### config.mk
export PLATFORM = sky130hd
export DESIGN_NAME = pagedram_ctrl
export DESIGN_NICKNAME = d
export VERILOG_FILES = /design/src/rtl/pdc_pkg.sv /design/src/rtl/pdc_refresh_timer.sv /design/src/rtl/pdc_addr_path.sv /design/src/rtl/pdc_sequencer.sv /design/src/rtl/pagedram_ctrl.sv
export SDC_FILE = /design/constraint.sdc
export NUM_CORES = 1
export LEC_CHECK = 0
export BUFFER_PORTS_ARGS = -buffer_cell sky130_fd_sc_hd__buf_2
export CORE_ASPECT_RATIO = 2
export CORE_MARGIN = 2
export CORE_UTILIZATION = 56
export CTS_CLUSTER_DIAMETER = 60
export DETAILED_ROUTE_END_ITERATION = 6
export GPL_TIMING_DRIVEN = 0
export PLACE_DENSITY = 0.95
export SLEW_MARGIN = 5
export SYNTH_ARGS = -nofsm -noshare
export SYNTH_HDL_FRONTEND = slang
export SYNTH_SLANG_ARGS = --single-unit
### constraint.sdc
create_clock -name clk -period 3.5 [get_ports clk]
set_input_delay 0.175 -clock clk [delete_from_list [all_inputs] [get_ports clk]]
set_output_delay 0.175 -clock clk [all_outputs]
set_load 0.02 [all_outputs]
### src/rtl/pdc_pkg.sv
package pdc_pkg;

  typedef enum logic [3:0] {
    ST_IDLE,   // row closed, strobes high
    ST_RSET,   // row address on pins, row strobe still high
    ST_RCD,    // row strobe low, waiting before column
    ST_CSET,   // column address on pins, column strobe high
    ST_COL,    // column strobe low
    ST_CPH,    // column strobe high after an access
    ST_OPEN,   // row held open, waiting
    ST_PRE,    // row strobe high, precharge
    ST_REFC,   // refresh: column strobe low first
    ST_REFR    // refresh: both strobes low
  } pdc_state_e;

  // load value for a down counter that must last n cycles
  function automatic int span_load(input int n);
    return (n < 1) ? 0 : n - 1;
  endfunction

  function automatic int max2(input int a, input int b);
    return (a > b) ? a : b;
  endfunction

endpackage

### src/rtl/pdc_refresh_timer.sv
module pdc_refresh_timer #(
  parameter int REF_INTERVAL = 780
) (
  input  logic clk,
  input  logic rst_n,
  input  logic ref_start_i,
  output logic ref_pend_o,
  output logic ref_tick_o
);
  localparam int TW = $clog2(REF_INTERVAL + 1);

  logic [TW-1:0] tmr_q;

  assign ref_tick_o = (tmr_q == TW'(REF_INTERVAL - 1));

  always_ff @(posedge clk) begin
    if (!rst_n) begin
      tmr_q      <= '0;
      ref_pend_o <= 1'b0;
    end else begin
      tmr_q <= ref_tick_o ? '0 : tmr_q + 1'b1;
      if (ref_tick_o)
        ref_pend_o <= 1'b1;
      else if (ref_start_i)
        ref_pend_o <= 1'b0;
    end
  end
endmodule

### src/rtl/pdc_addr_path.sv
module pdc_addr_path
  import pdc_pkg::*;
#(
  parameter int ROW_W = 10,
  parameter int COL_W = 10,
  parameter int DW    = 16
) (
  input  logic                   clk,
  input  logic                   rst_n,
  input  logic                   accept_i,
  input  logic                   col_sel_i,
  input  logic                   wr_phase_i,
  input  logic                   rd_sample_i,
  input  logic                   we_i,
  input  logic [ROW_W+COL_W-1:0] addr_i,
  input  logic [DW-1:0]          wdata_i,
  input  logic [DW-1:0]          mem_dq_i,
  output logic                   hit_o,
  output logic                   cap_we_o,
  output logic [DW-1:0]          rdata_o,
  output logic [max2(ROW_W,COL_W)-1:0] mem_addr_o,
  output logic                   mem_we_n_o,
  output logic [DW-1:0]          mem_dq_o,
  output logic                   mem_dq_oe_o
);
  localparam int AW = ROW_W + COL_W;
  localparam int PW = max2(ROW_W, COL_W);

  function automatic logic [ROW_W-1:0] row_of(input logic [AW-1:0] a);
    return a[AW-1:COL_W];
  endfunction

  function automatic logic [COL_W-1:0] col_of(input logic [AW-1:0] a);
    return a[COL_W-1:0];
  endfunction

  function automatic logic [PW-1:0] row_pins(input logic [AW-1:0] a);
    logic [PW-1:0] p;
    p = '0;
    p[ROW_W-1:0] = row_of(a);
    return p;
  endfunction

  function automatic logic [PW-1:0] col_pins(input logic [AW-1:0] a);
    logic [PW-1:0] p;
    p = '0;
    p[COL_W-1:0] = col_of(a);
    return p;
  endfunction

  logic [AW-1:0] cap_addr_q;
  logic [DW-1:0] cap_wdata_q;
  logic          cap_we_q;

  always_ff @(posedge clk) begin
    if (!rst_n) begin
      cap_addr_q  <= '0;
      cap_wdata_q <= '0;
      cap_we_q    <= 1'b0;
      rdata_o     <= '0;
    end else begin
      if (accept_i) begin
        cap_addr_q  <= addr_i;
        cap_wdata_q <= wdata_i;
        cap_we_q    <= we_i;
      end
      if (rd_sample_i && !cap_we_q)
        rdata_o <= mem_dq_i;
    end
  end

  // while a row is open the captured address holds that row
  assign hit_o       = (row_of(addr_i) == row_of(cap_addr_q));
  assign cap_we_o    = cap_we_q;
  assign mem_addr_o  = col_sel_i ? col_pins(cap_addr_q) : row_pins(cap_addr_q);
  assign mem_we_n_o  = !(wr_phase_i && cap_we_q);
  assign mem_dq_oe_o = wr_phase_i && cap_we_q;
  assign mem_dq_o    = cap_wdata_q;
endmodule

### src/rtl/pdc_sequencer.sv
module pdc_sequencer
  import pdc_pkg::*;
#(
  parameter int T_RCD  = 2,
  parameter int T_CAS  = 3,
  parameter int T_RD   = 2,
  parameter int T_CP   = 1,
  parameter int T_RP   = 3,
  parameter int T_REFR = 4
) (
  input  logic clk,
  input  logic rst_n,
  input  logic req_i,
  input  logic hit_i,
  input  logic ref_pend_i,
  output logic accept_o,
  output logic page_hit_o,
  output logic ref_start_o,
  output logic rd_sample_o,
  output logic col_sel_o,
  output logic wr_phase_o,
  output logic ras_n_o,
  output logic cas_n_o,
  output logic done_o
);
  localparam int MAXT = max2(max2(max2(T_RCD, T_CAS), max2(T_CP, T_RP)), T_REFR);
  localparam int CW   = $clog2(MAXT + 1) + 1;

  pdc_state_e st_q, st_d;
  logic [CW-1:0] cnt_q, cnt_d;
  logic          done_d;
  logic          cnt_zero;

  assign cnt_zero = (cnt_q == '0);

  assign accept_o    = req_i && !ref_pend_i &&
                       ((st_q == ST_IDLE) || (st_q == ST_OPEN && hit_i));
  assign page_hit_o  = (st_q == ST_OPEN) && req_i && !ref_pend_i && hit_i;
  assign ref_start_o = (st_q == ST_IDLE) && ref_pend_i;
  assign rd_sample_o = (st_q == ST_COL) && (cnt_q == CW'(T_CAS - T_RD));

  always_comb begin
    st_d   = st_q;
    cnt_d  = cnt_zero ? cnt_q : cnt_q - 1'b1;
    done_d = 1'b0;
    unique case (st_q)
      ST_IDLE: begin
        if (ref_pend_i) begin
          st_d = ST_REFC; cnt_d = '0;
        end else if (req_i) begin
          st_d = ST_RSET; cnt_d = '0;
        end
      end
      ST_RSET: begin
        st_d = ST_RCD; cnt_d = CW'(span_load(T_RCD));
      end
      ST_RCD: if (cnt_zero) begin
        st_d = ST_CSET; cnt_d = '0;
      end
      ST_CSET: begin
        st_d = ST_COL; cnt_d = CW'(span_load(T_CAS));
      end
      ST_COL: if (cnt_zero) begin
        st_d = ST_CPH; cnt_d = CW'(span_load(T_CP)); done_d = 1'b1;
      end
      ST_CPH: if (cnt_zero) st_d = ST_OPEN;
      ST_OPEN: begin
        if (ref_pend_i || (req_i && !hit_i)) begin
          st_d = ST_PRE; cnt_d = CW'(span_load(T_RP));
        end else if (req_i) begin
          st_d = ST_CSET; cnt_d = '0;
        end
      end
      ST_PRE: if (cnt_zero) st_d = ST_IDLE;
      ST_REFC: begin
        st_d = ST_REFR; cnt_d = CW'(span_load(T_REFR));
      end
      ST_REFR: if (cnt_zero) begin
        st_d = ST_PRE; cnt_d = CW'(span_load(T_RP));
      end
      default: st_d = ST_IDLE;
    endcase
  end

  always_ff @(posedge clk) begin
    if (!rst_n) begin
      st_q   <= ST_IDLE;
      cnt_q  <= '0;
      done_o <= 1'b0;
    end else begin
      st_q   <= st_d;
      cnt_q  <= cnt_d;
      done_o <= done_d;
    end
  end

  // strobe and bus decode from the registered state
  always_comb begin
    ras_n_o    = 1'b1;
    cas_n_o    = 1'b1;
    col_sel_o  = 1'b0;
    wr_phase_o = 1'b0;
    unique case (st_q)
      ST_RCD:  ras_n_o = 1'b0;
      ST_CSET: begin ras_n_o = 1'b0; col_sel_o = 1'b1; wr_phase_o = 1'b1; end
      ST_COL:  begin ras_n_o = 1'b0; cas_n_o = 1'b0; col_sel_o = 1'b1; wr_phase_o = 1'b1; end
      ST_CPH, ST_OPEN: begin ras_n_o = 1'b0; col_sel_o = 1'b1; end
      ST_REFC: cas_n_o = 1'b0;
      ST_REFR: begin ras_n_o = 1'b0; cas_n_o = 1'b0; end
      default: ;
    endcase
  end
endmodule

### src/rtl/pagedram_ctrl.sv
module pagedram_ctrl
  import pdc_pkg::*;
#(
  parameter int ROW_W        = 10,
  parameter int COL_W        = 10,
  parameter int DW           = 16,
  parameter int T_RCD        = 2,
  parameter int T_CAS        = 3,
  parameter int T_RD         = 2,
  parameter int T_CP         = 1,
  parameter int T_RP         = 3,
  parameter int T_REFR       = 4,
  parameter int REF_INTERVAL = 780
) (
  input  logic                          clk,
  input  logic                          rst_n,
  input  logic                          req_i,
  input  logic                          we_i,
  input  logic [ROW_W+COL_W-1:0]        addr_i,
  input  logic [DW-1:0]                 wdata_i,
  output logic [DW-1:0]                 rdata_o,
  output logic                          done_o,
  output logic [max2(ROW_W,COL_W)-1:0]  mem_addr_o,
  output logic                          mem_ras_n_o,
  output logic                          mem_cas_n_o,
  output logic                          mem_we_n_o,
  output logic [DW-1:0]                 mem_dq_o,
  output logic                          mem_dq_oe_o,
  input  logic [DW-1:0]                 mem_dq_i
);
  // named internal events, watched by the bound checker
  logic ref_pend;
  logic ref_tick;
  logic ref_start;
  logic accept;
  logic page_hit;
  logic rd_sample;
  logic hit;
  logic col_sel;
  logic wr_phase;
  logic cap_we;

  pdc_refresh_timer #(.REF_INTERVAL(REF_INTERVAL)) u_tmr (
    .clk         (clk),
    .rst_n       (rst_n),
    .ref_start_i (ref_start),
    .ref_pend_o  (ref_pend),
    .ref_tick_o  (ref_tick)
  );

  pdc_sequencer #(
    .T_RCD(T_RCD), .T_CAS(T_CAS), .T_RD(T_RD),
    .T_CP(T_CP), .T_RP(T_RP), .T_REFR(T_REFR)
  ) u_seq (
    .clk         (clk),
    .rst_n       (rst_n),
    .req_i       (req_i),
    .hit_i       (hit),
    .ref_pend_i  (ref_pend),
    .accept_o    (accept),
    .page_hit_o  (page_hit),
    .ref_start_o (ref_start),
    .rd_sample_o (rd_sample),
    .col_sel_o   (col_sel),
    .wr_phase_o  (wr_phase),
    .ras_n_o     (mem_ras_n_o),
    .cas_n_o     (mem_cas_n_o),
    .done_o      (done_o)
  );

  pdc_addr_path #(.ROW_W(ROW_W), .COL_W(COL_W), .DW(DW)) u_ap (
    .clk         (clk),
    .rst_n       (rst_n),
    .accept_i    (accept),
    .col_sel_i   (col_sel),
    .wr_phase_i  (wr_phase),
    .rd_sample_i (rd_sample),
    .we_i        (we_i),
    .addr_i      (addr_i),
    .wdata_i     (wdata_i),
    .mem_dq_i    (mem_dq_i),
    .hit_o       (hit),
    .cap_we_o    (cap_we),
    .rdata_o     (rdata_o),
    .mem_addr_o  (mem_addr_o),
    .mem_we_n_o  (mem_we_n_o),
    .mem_dq_o    (mem_dq_o),
    .mem_dq_oe_o (mem_dq_oe_o)
  );
endmodule

Word level (Yosys, flattened, before mapping)
Index checks and enable logic that the tools add are counted.
{"block": "totals", "regBits": 73, "memories": 0, "in_bits": 56, "mem_bits_rw": 0, "word_cells": 81, "latch_bits": 0, "romBits": 0, "out_inout_bits": 47}
{"block": "classes", "div": 0, "mux": 25, "reduce_logical": 25, "multipliers": 0, "shift": 0, "order_cmp": 0, "eq_ne": 19, "addsub": 2, "bitwise": 1}
{"cell": "$mux 4", "n": 15}
{"cell": "$pmux 4 s10", "n": 1}
{"cell": "$pmux 4 s7", "n": 1}
{"cell": "$eq 4x3->1 const B", "n": 4}
{"cell": "$add 10x1->10 const B", "n": 1}
{"cell": "$eq 10x10->1", "n": 1}
{"cell": "$eq 10x10->1 const B", "n": 1}
{"cell": "$mux 10", "n": 1}
{"cell": "$ne 2x1->1 const B", "n": 5}
{"cell": "$eq 4x1->1 const B", "n": 2}
{"cell": "$eq 4x2->1 const B", "n": 2}
{"cell": "$eq 4x4->1 const B", "n": 2}
{"cell": "$logic_and 1x1->1", "n": 8}
{"cell": "$logic_not 4->1", "n": 2}
{"cell": "$mux 1", "n": 7}
{"cell": "$reduce_and 7->1", "n": 1}
{"cell": "$ne 3x3->1 const B", "n": 2}
{"cell": "$reduce_or 2->1", "n": 3}
{"cell": "$reduce_or 6->1", "n": 1}
{"cell": "$logic_not 1->1", "n": 4}
{"cell": "$reduce_or 4->1", "n": 1}
{"cell": "$sub 4x1->4 const B", "n": 1}
{"cell": "$reduce_or 3->1", "n": 1}
{"cell": "$logic_or 1x1->1", "n": 2}
{"cell": "other kinds (3)", "n": 3}

Longest topological paths before layout
Gate-level depths: netlist (run 1).
{"block": "depth", "ltp_word": 6, "mapped_depth": 10, "depth_no_buf": 10}

Cells and area by module
Synthesis (run 1) repeated with hierarchy kept, for this count alone.
{"block": "unflattened", "hier_cells": 382, "hier_area_um2": 3646.0}
{"mod": "pdc_addr_path", "seq_area_each_um2": 1061.0, "cells_per_inst": 216, "area_each_um2": 2297.2, "n_inst": 1}
{"mod": "pdc_sequencer", "seq_area_each_um2": 180.2, "cells_per_inst": 111, "area_each_um2": 845.8, "n_inst": 1}
{"mod": "pdc_refresh_timer", "seq_area_each_um2": 220.2, "cells_per_inst": 55, "area_each_um2": 503.0, "n_inst": 1}

Worst setup path before layout (run 1)
Ideal clock, no wire load.
{"block": "synth_path", "path_type": "flip-flop to flip-flop", "from": "reg u_seq.cnt_q[0]", "to": "reg u_seq.cnt_q[0]", "n_path_buf": 0, "setup_ps": 120, "synth_period_minus_slack_ps": 1835, "stages_incl_launch_ff": 11, "required_time_ps": 3380, "t_arrival_ps": 1716, "slack_ps": 1665, "cell_sequence": "dfxtp_1 > inv_1 > ha_1 > nor3b_2 > inv_1 > ha_1 > nand3b_1 > a32oi_1 > o21ai_0 > o21ai_0 > a21oi_1"}
{"block": "synth_between", "elab_chain_cells": 5, "elab_cells_between_ends": 9, "cone_classes": "add/sub: 1; mux: 7; reduce/logical: 1"}
{"element": "start, declared", "line": "pdc_sequencer.sv:30", "text": "logic [CW-1:0] cnt_q, cnt_d;"}
{"element": "start signal, assigned", "line": "pdc_sequencer.sv:92", "text": "cnt_q <= cnt_d;"}
{"element": "$sub 4x1->4 / $logic_not 4->1 (equally long branches)", "line": "pdc_sequencer.sv:44, pdc_sequencer.sv:34"}
{"element": "$mux 4", "line": "pdc_sequencer.sv:44", "text": "cnt_d = cnt_zero ? cnt_q : cnt_q - 1'b1;"}
{"element": "$mux 4", "line": "pdc_sequencer.sv:50, pdc_sequencer.sv:70"}
{"element": "$mux 4, on equally long branches", "line": "pdc_sequencer.sv:68, pdc_sequencer.sv:48"}
{"element": "$pmux 4 s7 (*)", "line": "pdc_sequencer.sv:46", "text": "unique case (st_q)"}
Mark *: on every way between the ends. The rest lies on a longest branch, timed or not.
A chain may end at the register's enable or synchronous reset.

Worst setup path after layout (run 1)
{"block": "layout_path", "from": "reg u_seq.cnt_q[1]", "to": "reg u_seq.cnt_q[0]"}
{"block": "layout_between", "elab_chain_cells": 5, "elab_cells_between_ends": 8, "cone_classes": "mux: 7; reduce/logical: 1"}
{"element": "$logic_not 4->1 (*)", "line": "pdc_sequencer.sv:34", "text": "assign cnt_zero = (cnt_q == '0);"}
{"element": "$mux 4", "line": "pdc_sequencer.sv:44"}
{"element": "$mux 4", "line": "pdc_sequencer.sv:50, pdc_sequencer.sv:70"}
{"element": "$mux 4, on equally long branches", "line": "pdc_sequencer.sv:68, pdc_sequencer.sv:48"}
{"element": "$pmux 4 s7 (*)", "line": "pdc_sequencer.sv:46"}
Marks and branches as above.

==> results of run 1 <==
-- layout by cell type (no fill, tap or decap), types with 2 or more instances in the layout --
master and n:
clkbuf_1 13, mux2i_1 38, a211o_1 2, bufinv_16 3, inv_1 9, o31ai_1 2, and3_1 6, dfxtp_1 73
buf_12 3, mux2_2 10, buf_2 108, o21ai_0 11, buf_6 2, or2_2 2, nor2b_1 5, o211ai_1 2
nand3b_1 3, clkinv_4 3, a21oi_1 29, o21a_1 3, nor3_1 7, clkbuf_16 9, a21o_1 2, xor2_1 5
nor2_1 20, nand3_1 5, ha_1 4, nor3b_2 2, nand2_1 121, a31oi_1 2, nor4_1 2, xnor2_1 15
nand4_1 3
-- final timing paths --
| kind | cells after the start | to | from | slack (ns) |
|---|---|---|---|---|
| max | 10 | u_seq.cnt_q[0] | u_seq.cnt_q[1] | 1.08 |
| min | 3 | u_ap.mem_dq_o[9] | wdata_i[9] | 0.08 |
| max reg2reg | 10 | u_seq.cnt_q[0] | u_seq.cnt_q[1] | 1.08 |
| min reg2reg | 2 | u_ap.rdata_o[13] | u_ap.rdata_o[13] | 0.45 |
-- per-layer routing --
| metal | track usage | wire (microns) | vias to the layer above |
|---|---|---|---|
| met5 | 0 | 0 | - |
| met4 | 0.175 | 473 | 0 |
| met3 | 0.0857 | 503 | 37 |
| met2 | 0.539 | 5710 | 150 |
| met1 | 0.250 | 3400 | 1614 |
| li1 | - | - | 1679 |
-- through the flow --
| step | setup slack, ns | power [uW] | area (sq um) |
|---|---|---|---|
| after CTS | 1.10 | 3270 | 4580 |
| after detailed placement | 1.15 | 2210 | 4240 |
| after global placement | 1.22 | 2170 | 4240 |
| after floorplan | 1.66 | 1890 | 3620 |
| after global routing | 0.887 | 3410 | 4580 |
| final | 1.08 | 3270 | 4580 |
-- registers in the layout (all words and copies together) (netlist names) --
signal,count
u_tmr.ref_pend_o,1
u_seq.done_o,1
u_ap.rdata_o,16
u_seq.cnt_q,4
u_ap.mem_dq_o,16
u_tmr.tmr_q,10
u_seq.st_q,4
u_ap.cap_we_o,1
u_ap.cap_addr_q,20
-- cells by family (layout without fill, tap and decap cells) --
logic type | after synthesis | in the layout | share of synthesized area
xor+xnor | 20 | 20 | 0.0484
mux | 48 | 48 | 0.136
flops | 73 | 73 | 0.403
compound gates | 61 | 61 | 0.102
buf+inv | 35 | 152 | 0.0577
fa+ha+maj | 5 | 5 | 0.0166
simple gates | 188 | 188 | 0.236
-- synth_stat cells (all sizes together) (2+ instances only) --
master and n:
nand2 121, dfxtp 73, mux2i 38, a21oi 30, nor2 20, xnor2 15, buf 13, clkbuf 13
o21ai 11, mux2 10, inv 9, nor3 8, and3 6, nor2b 6, nand3 5, xor2 5
ha 4, nand3b 3, nand4 3, nor3b 3, o21a 3, a211o 2, a21o 2, a31oi 2
nor4 2, o211ai 2, o31ai 2, or2 2
-- worst max-delay path: cells and delay by family, from the launching register on --
family	cells	cell delay, ns
AOI/OAI and AO/OA	4	0.64
adders and majority gates	2	0.51
buffers and inverters	2	0.26
DFF	1	0.34
and+or+nand+nor	2	0.56
-- where the power goes --
| part | switching, uW | total (uW) | internal, uW |
|---|---|---|---|
| Clock | 353 | 1050 | 699 |
| Combinational | 673 | 1170 | 498 |
| Sequential | 88.2 | 1040 | 956 |
-- cell type report --
| class | count | area share |
|---|---|---|
| flip-flops and latches | 73 | 0.319 |
| clock buffers | 10 | 0.0500 |
| clock inverters | 6 | 0.0254 |
| well taps | 86 | 0.0235 |
| repair buffers | 101 | 0.110 |
| plain buffers | 26 | 0.0382 |
| multi-input cells | 322 | 0.426 |
| inverters | 9 | 0.00738 |
==> results.py, run 1 <==
metrics = {
    "outcome": {
        "status": "completed",
    },
    "cts": {
        "postCtsSetupRepairBufs": 0,
        "cts_buffer_depth": 2,
        "cts_hold_buf": 0,
        "cts.htree.levels": 3,
        "tritoncts": "built",
        "numCtsBuffers": 9,
        "cts.reportedPaths.clkPinSlew_ns": 0.06,
        "cts.sinks": 73,
        "clk_latency_ns": 0.34,
        "cts_resized": 0,
        "cts_root_buf": "clkbuf_16",
    },
    "layout": {
        "drive_above_1_share": 0.272,
        "seq_area_sq_um": 1460,
        "fillers": 471,
        "area_delta_synth_final_pct": 26.5,
        "utilization": 0.732,
        "n_antenna_cell": 0,
        "nets": 602,
        "multiInputGateArea_sq_um": 1950,
        "final_cell_count_no_fill": 633,
    },
    "die": {
        "initial_core_util": 0.579,
        "rows": 41,
        "io_pins": 103,
        "coreArea_sq_um": 6260,
        "dieArea_sq_um": 7170,
        "die_h_microns": 118,
        "fp.dieW_microns": 60.9,
    },
    "synth": {
        "synth.area.top_cells": "dfxtp_1, nand2_1, mux2i_1",
        "synthFlopType": "dfxtp_1",
        "synthesis.area_sq_um": 3620,
        "syn_inst": 430,
        "async_reset_ff_frac": 0,
        "syn_nets": 490,
        "synthDistinctLibCells": 53,
        "ys.warnings.count": 0,
        "synth_edf_count": 0,
        "yosysTopAreaCell": "dfxtp_1",
        "ys_seq_elements": 73,
        "yosysTopAreaCellShare": 0.403,
        "yosysSeqAreaShare": 0.403,
        "syn_avg_cell_area_sq_um": 8.42,
    },
    "timing": {
        "fin_worst_skew_ns": 0.00778,
        "relSlewSlack": 0.609,
        "setup_tns_ns": 0,
        "final_hold_viol_count": 0,
        "hold_ws_ns": 0.0755,
        "fmax_mhz": 413,
        "finalSetupViolations": 0,
        "rsz0062_at_grt": "no",
        "post-route-period-util": 0.691,
        "tightestPinTransition_ns": 0.586,
        "period_needed_ns": 2.42,
        "slew_viol_final": 0,
    },
    "critical_path": {
        "cp_slowest_cell": "nor3b_2",
        "cp.arrival_ns": 2.64,
        "cp-start-kind": "flip-flop",
        "cpPeakStageDelay_ns": 0.38,
        "crit_fanout": 5,
        "end_kind": "flip-flop",
        "required_ns": 3.72,
        "path_cells": "inv_1 > ha_1 > nor3b_2 > inv_1 > ha_1 > nand3b_1 > a32oi_1 > o21ai_0 > o21ai_0 > a21oi_1",
        "critical_path_class": "flip-flop to flip-flop",
    },
    "routing": {
        "route.detailed.drc": 0,
        "final_antenna_net_count": 0,
        "via_per_inst": 5.50,
        "via_count": 3480,
        "initialDrtViolationCount": 83,
        "finalWirelength_mm": 10.1,
        "wl_per_cell_microns": 15.9,
        "drt-pass1-iter-count": 7,
    },
    "grt": {
        "antenna_found_initial": 0,
        "grt_overflow": 0,
        "grtUsageTotal": 0.292,
        "grt_pass1_vias": 3591,
        "grt_max_degree": 14,
        "grt_pass1_wl_mm": 15.7,
    },
    "run": {
        "maxCapViolCount": 0,
    },
    "pwr": {
        "peakVddDrop_uv": 515,
        "powerDensity_nw_per_um2": 713,
        "p_leak_uw": 0.00202,
    },
    "placed_design": {
        "placedCellCount": 617,
        "portBuffers": 101,
        "hpwlAfterDp_mm": 7.67,
        "routabilityCongestion": 0.923,
    },
    "worst_hold_path": {
        "worst_hold_path_type": "input pin to flip-flop",
    },
}
Power figures use the tool's default switching activity.
==> run 2, diff against run 1 <==
--- a/config.mk
+++ b/config.mk
@@ -8,11 +8,11 @@
 export BUFFER_PORTS_ARGS = -buffer_cell sky130_fd_sc_hd__buf_2
 export CORE_ASPECT_RATIO = 2
 export CORE_MARGIN = 2
-export CORE_UTILIZATION = 56
+export CORE_UTILIZATION = 47
 export CTS_CLUSTER_DIAMETER = 60
 export DETAILED_ROUTE_END_ITERATION = 6
 export GPL_TIMING_DRIVEN = 0
-export PLACE_DENSITY = 0.95
+export PLACE_DENSITY = 0.87
 export SLEW_MARGIN = 5
 export SYNTH_ARGS = -nofsm -noshare
 export SYNTH_HDL_FRONTEND = slang
==> constraint.sdc (replaced) <==
create_clock -name clk -period 1.95 [get_ports clk]
set_input_delay 0.0975 -clock clk [delete_from_list [all_inputs] [get_ports clk]]
set_output_delay 0.0975 -clock clk [all_outputs]
set_load 0.02 [all_outputs]
==> run 2 against run 1 <==
Compared with the run above: critical path type is now flip-flop to output port; clock-buffer cell count unchanged; the flow now finishes with violations (negative setup slack); power increased by 92%; largest cell class unchanged; sequential cell count unchanged; non-clock buffer count increased by 22; cell count increased by 4.7%.
==> results.py, run 2 (synthesis gave the netlist of run 1 again) <==
metrics = {
    "routing": {
        "finalWirelength_mm": 10.1,
        "via_count": 3515,
        "via_per_inst": 5.30,
        "route.detailed.drc": 0,
        "drt-pass1-iter-count": 4,
        "wl_per_cell_microns": 15.3,
        "final_antenna_net_count": 0,
        "initialDrtViolationCount": 102,
    },
    "critical_path": {
        "reg2reg_setup_slack_ns": 0.06,
        "crit_fanout": 8,
        "required_ns": 1.85,
        "cp.arrival_ns": 1.93,
        "cp-start-kind": "flip-flop",
        "critical_path_class": "flip-flop to output port",
        "timing.rr.end": "u_ap.mem_dq_o[7]",
        "r2r-start": "u_seq.st_q[2]",
        "rr_worst_depth": 8,
        "end_kind": "output port",
    },
    "cts": {
        "cts.sinks": 73,
        "cts.reportedPaths.clkPinSlew_ns": 0.06,
        "numCtsBuffers": 9,
        "clk_latency_ns": 0.34,
        "cts_buffer_depth": 2,
        "tritoncts": "built",
        "cts.htree.levels": 3,
        "cts_root_buf": "clkbuf_16",
    },
    "grt": {
        "grt_overflow": 0,
        "antenna_found_initial": 0,
        "grt_max_degree": 14,
        "grtUsageTotal": 0.237,
        "grt_pass1_wl_mm": 15.5,
        "grt_pass1_vias": 3457,
    },
    "timing": {
        "finalSetupViolations": 10,
        "tightestPinTransition_ns": 0.548,
        "post-route-period-util": 1.04,
        "final_hold_viol_count": 0,
        "period_needed_ns": 2.02,
        "fmax_mhz": 494,
        "hold_ws_ns": 0.00644,
        "timing.final.ws_setup_ns": -0.0728,
        "fin_worst_skew_ns": 0.00668,
        "slew_viol_final": 0,
        "relSlewSlack": 0.631,
        "rsz0062_at_grt": "yes",
    },
    "layout": {
        "largest_reg_flops": 20,
        "layout_common_cells": "nand2_1, buf_2, dfxtp_1, mux2i_1, a21oi_1",
        "layout.cells.most_common": "nand2_1",
        "n_antenna_cell": 0,
        "drive_above_1_share": 0.304,
        "regMostFlops": "u_ap.cap_addr_q",
        "finalInstanceArea_sq_um": 5010,
        "nets": 624,
        "area_delta_synth_final_pct": 38.3,
        "final_cell_count_no_fill": 663,
    },
    "die": {
        "coreArea_sq_um": 7540,
        "initial_core_util": 0.480,
        "die_h_microns": 128,
        "fp.dieW_microns": 66.1,
        "rows": 45,
        "io_pins": 103,
        "dieArea_sq_um": 8470,
    },
    "outcome": {
        "status": "finished, violations left",
        "violations": "negative setup slack",
    },
    "placed_design": {
        "portBuffers": 101,
        "pre_cts_slack_ns": -0.246,
        "hpwlAfterDp_mm": 7.13,
        "routabilityCongestion": 0.903,
        "placed_area_sq_um": 4250,
        "placedCellCount": 625,
    },
    "worst_hold_path": {
        "hold_path_end": "u_ap.mem_dq_o[9]",
        "worst_hold_path_type": "input pin to flip-flop",
        "holdPathStages": 3,
        "min_from": "wdata_i[9]",
    },
    "pwr": {
        "powerDensity_nw_per_um2": 1250,
        "p_leak_uw": 0.00217,
        "peakVddDrop_uv": 906,
        "p_total_uw": 6290,
    },
    "run": {
        "maxCapViolCount": 0,
    },
}
-- run 2: critical path, stage by stage, from the launching register on --
cell and delay [ns]:
dfxtp_1 0.30, buf_6 0.13, and2b_2 0.24, nand2_2 0.07
a21oi_4 0.22, clkbuf_16 0.19, mux2_4 0.30, buf_6 0.13
-- run 2: routing by layer --
metal	global-route usage	vias up	part of all wire
met1	0.216	1638	0.35
met2	0.456	132	0.55
met3	0.0658	30	0.054
li1	-	1715	-
met4	0.121	0	0.040
met5	0	-	0
-- run 2: what timing repair did --
item                       CTS  global route
setup endpoints to repair   13            32
setup buffers                5             3
hold buffers                14             0
pin swaps                    3             4
gates resized for setup     16            45
hold endpoints to repair    14             0
gates cloned                 0             1
-- run 2: worst max-delay path by stage --
stage                   startpoint  slack, ns  depth (start not counted)              to
floorplan           u_seq.cnt_q[0]       0.11                         10  u_seq.cnt_q[0]
global placement    u_seq.cnt_q[0]      -0.21                         10  u_seq.cnt_q[0]
detailed placement  u_seq.cnt_q[0]      -0.25                         10  u_seq.cnt_q[0]
CTS                  u_seq.st_q[2]      -0.01                          7   mem_addr_o[5]
global route         u_seq.st_q[2]      -0.12                          7   mem_addr_o[3]
finish               u_seq.st_q[2]      -0.07                          7   mem_addr_o[3]
-- run 2: where the power goes --
| part | switching [uW] | total (uW) | internal (uW) |
|---|---|---|---|
| Sequential | 165 | 1890 | 1720 |
| Combinational | 1320 | 2600 | 1280 |
| Clock | 636 | 1790 | 1160 |
-- run 2: final cells by class --
cell class                      instances  area (sq um)
Clock buffer                           10           239
Sequential cell                        73          1470
Buffer                                 25           194
Inverter                                9          36.3
Multi-Input combinational cell        322          2060
Tap cell                               94           118
Clock inverter                          6          90.1
Timing Repair Buffer                  124           806
Fill cell                             584          2530
-- run 2: per-stage QoR --
step            util  TNS (ns)
3_3_place_gp   0.563    -0.476
4_1_cts        0.637   -0.0351
2_1_floorplan      -         0
5_1_grt        0.664     -1.10
6_report       0.664    -0.534
3_5_place_dp   0.563    -0.500
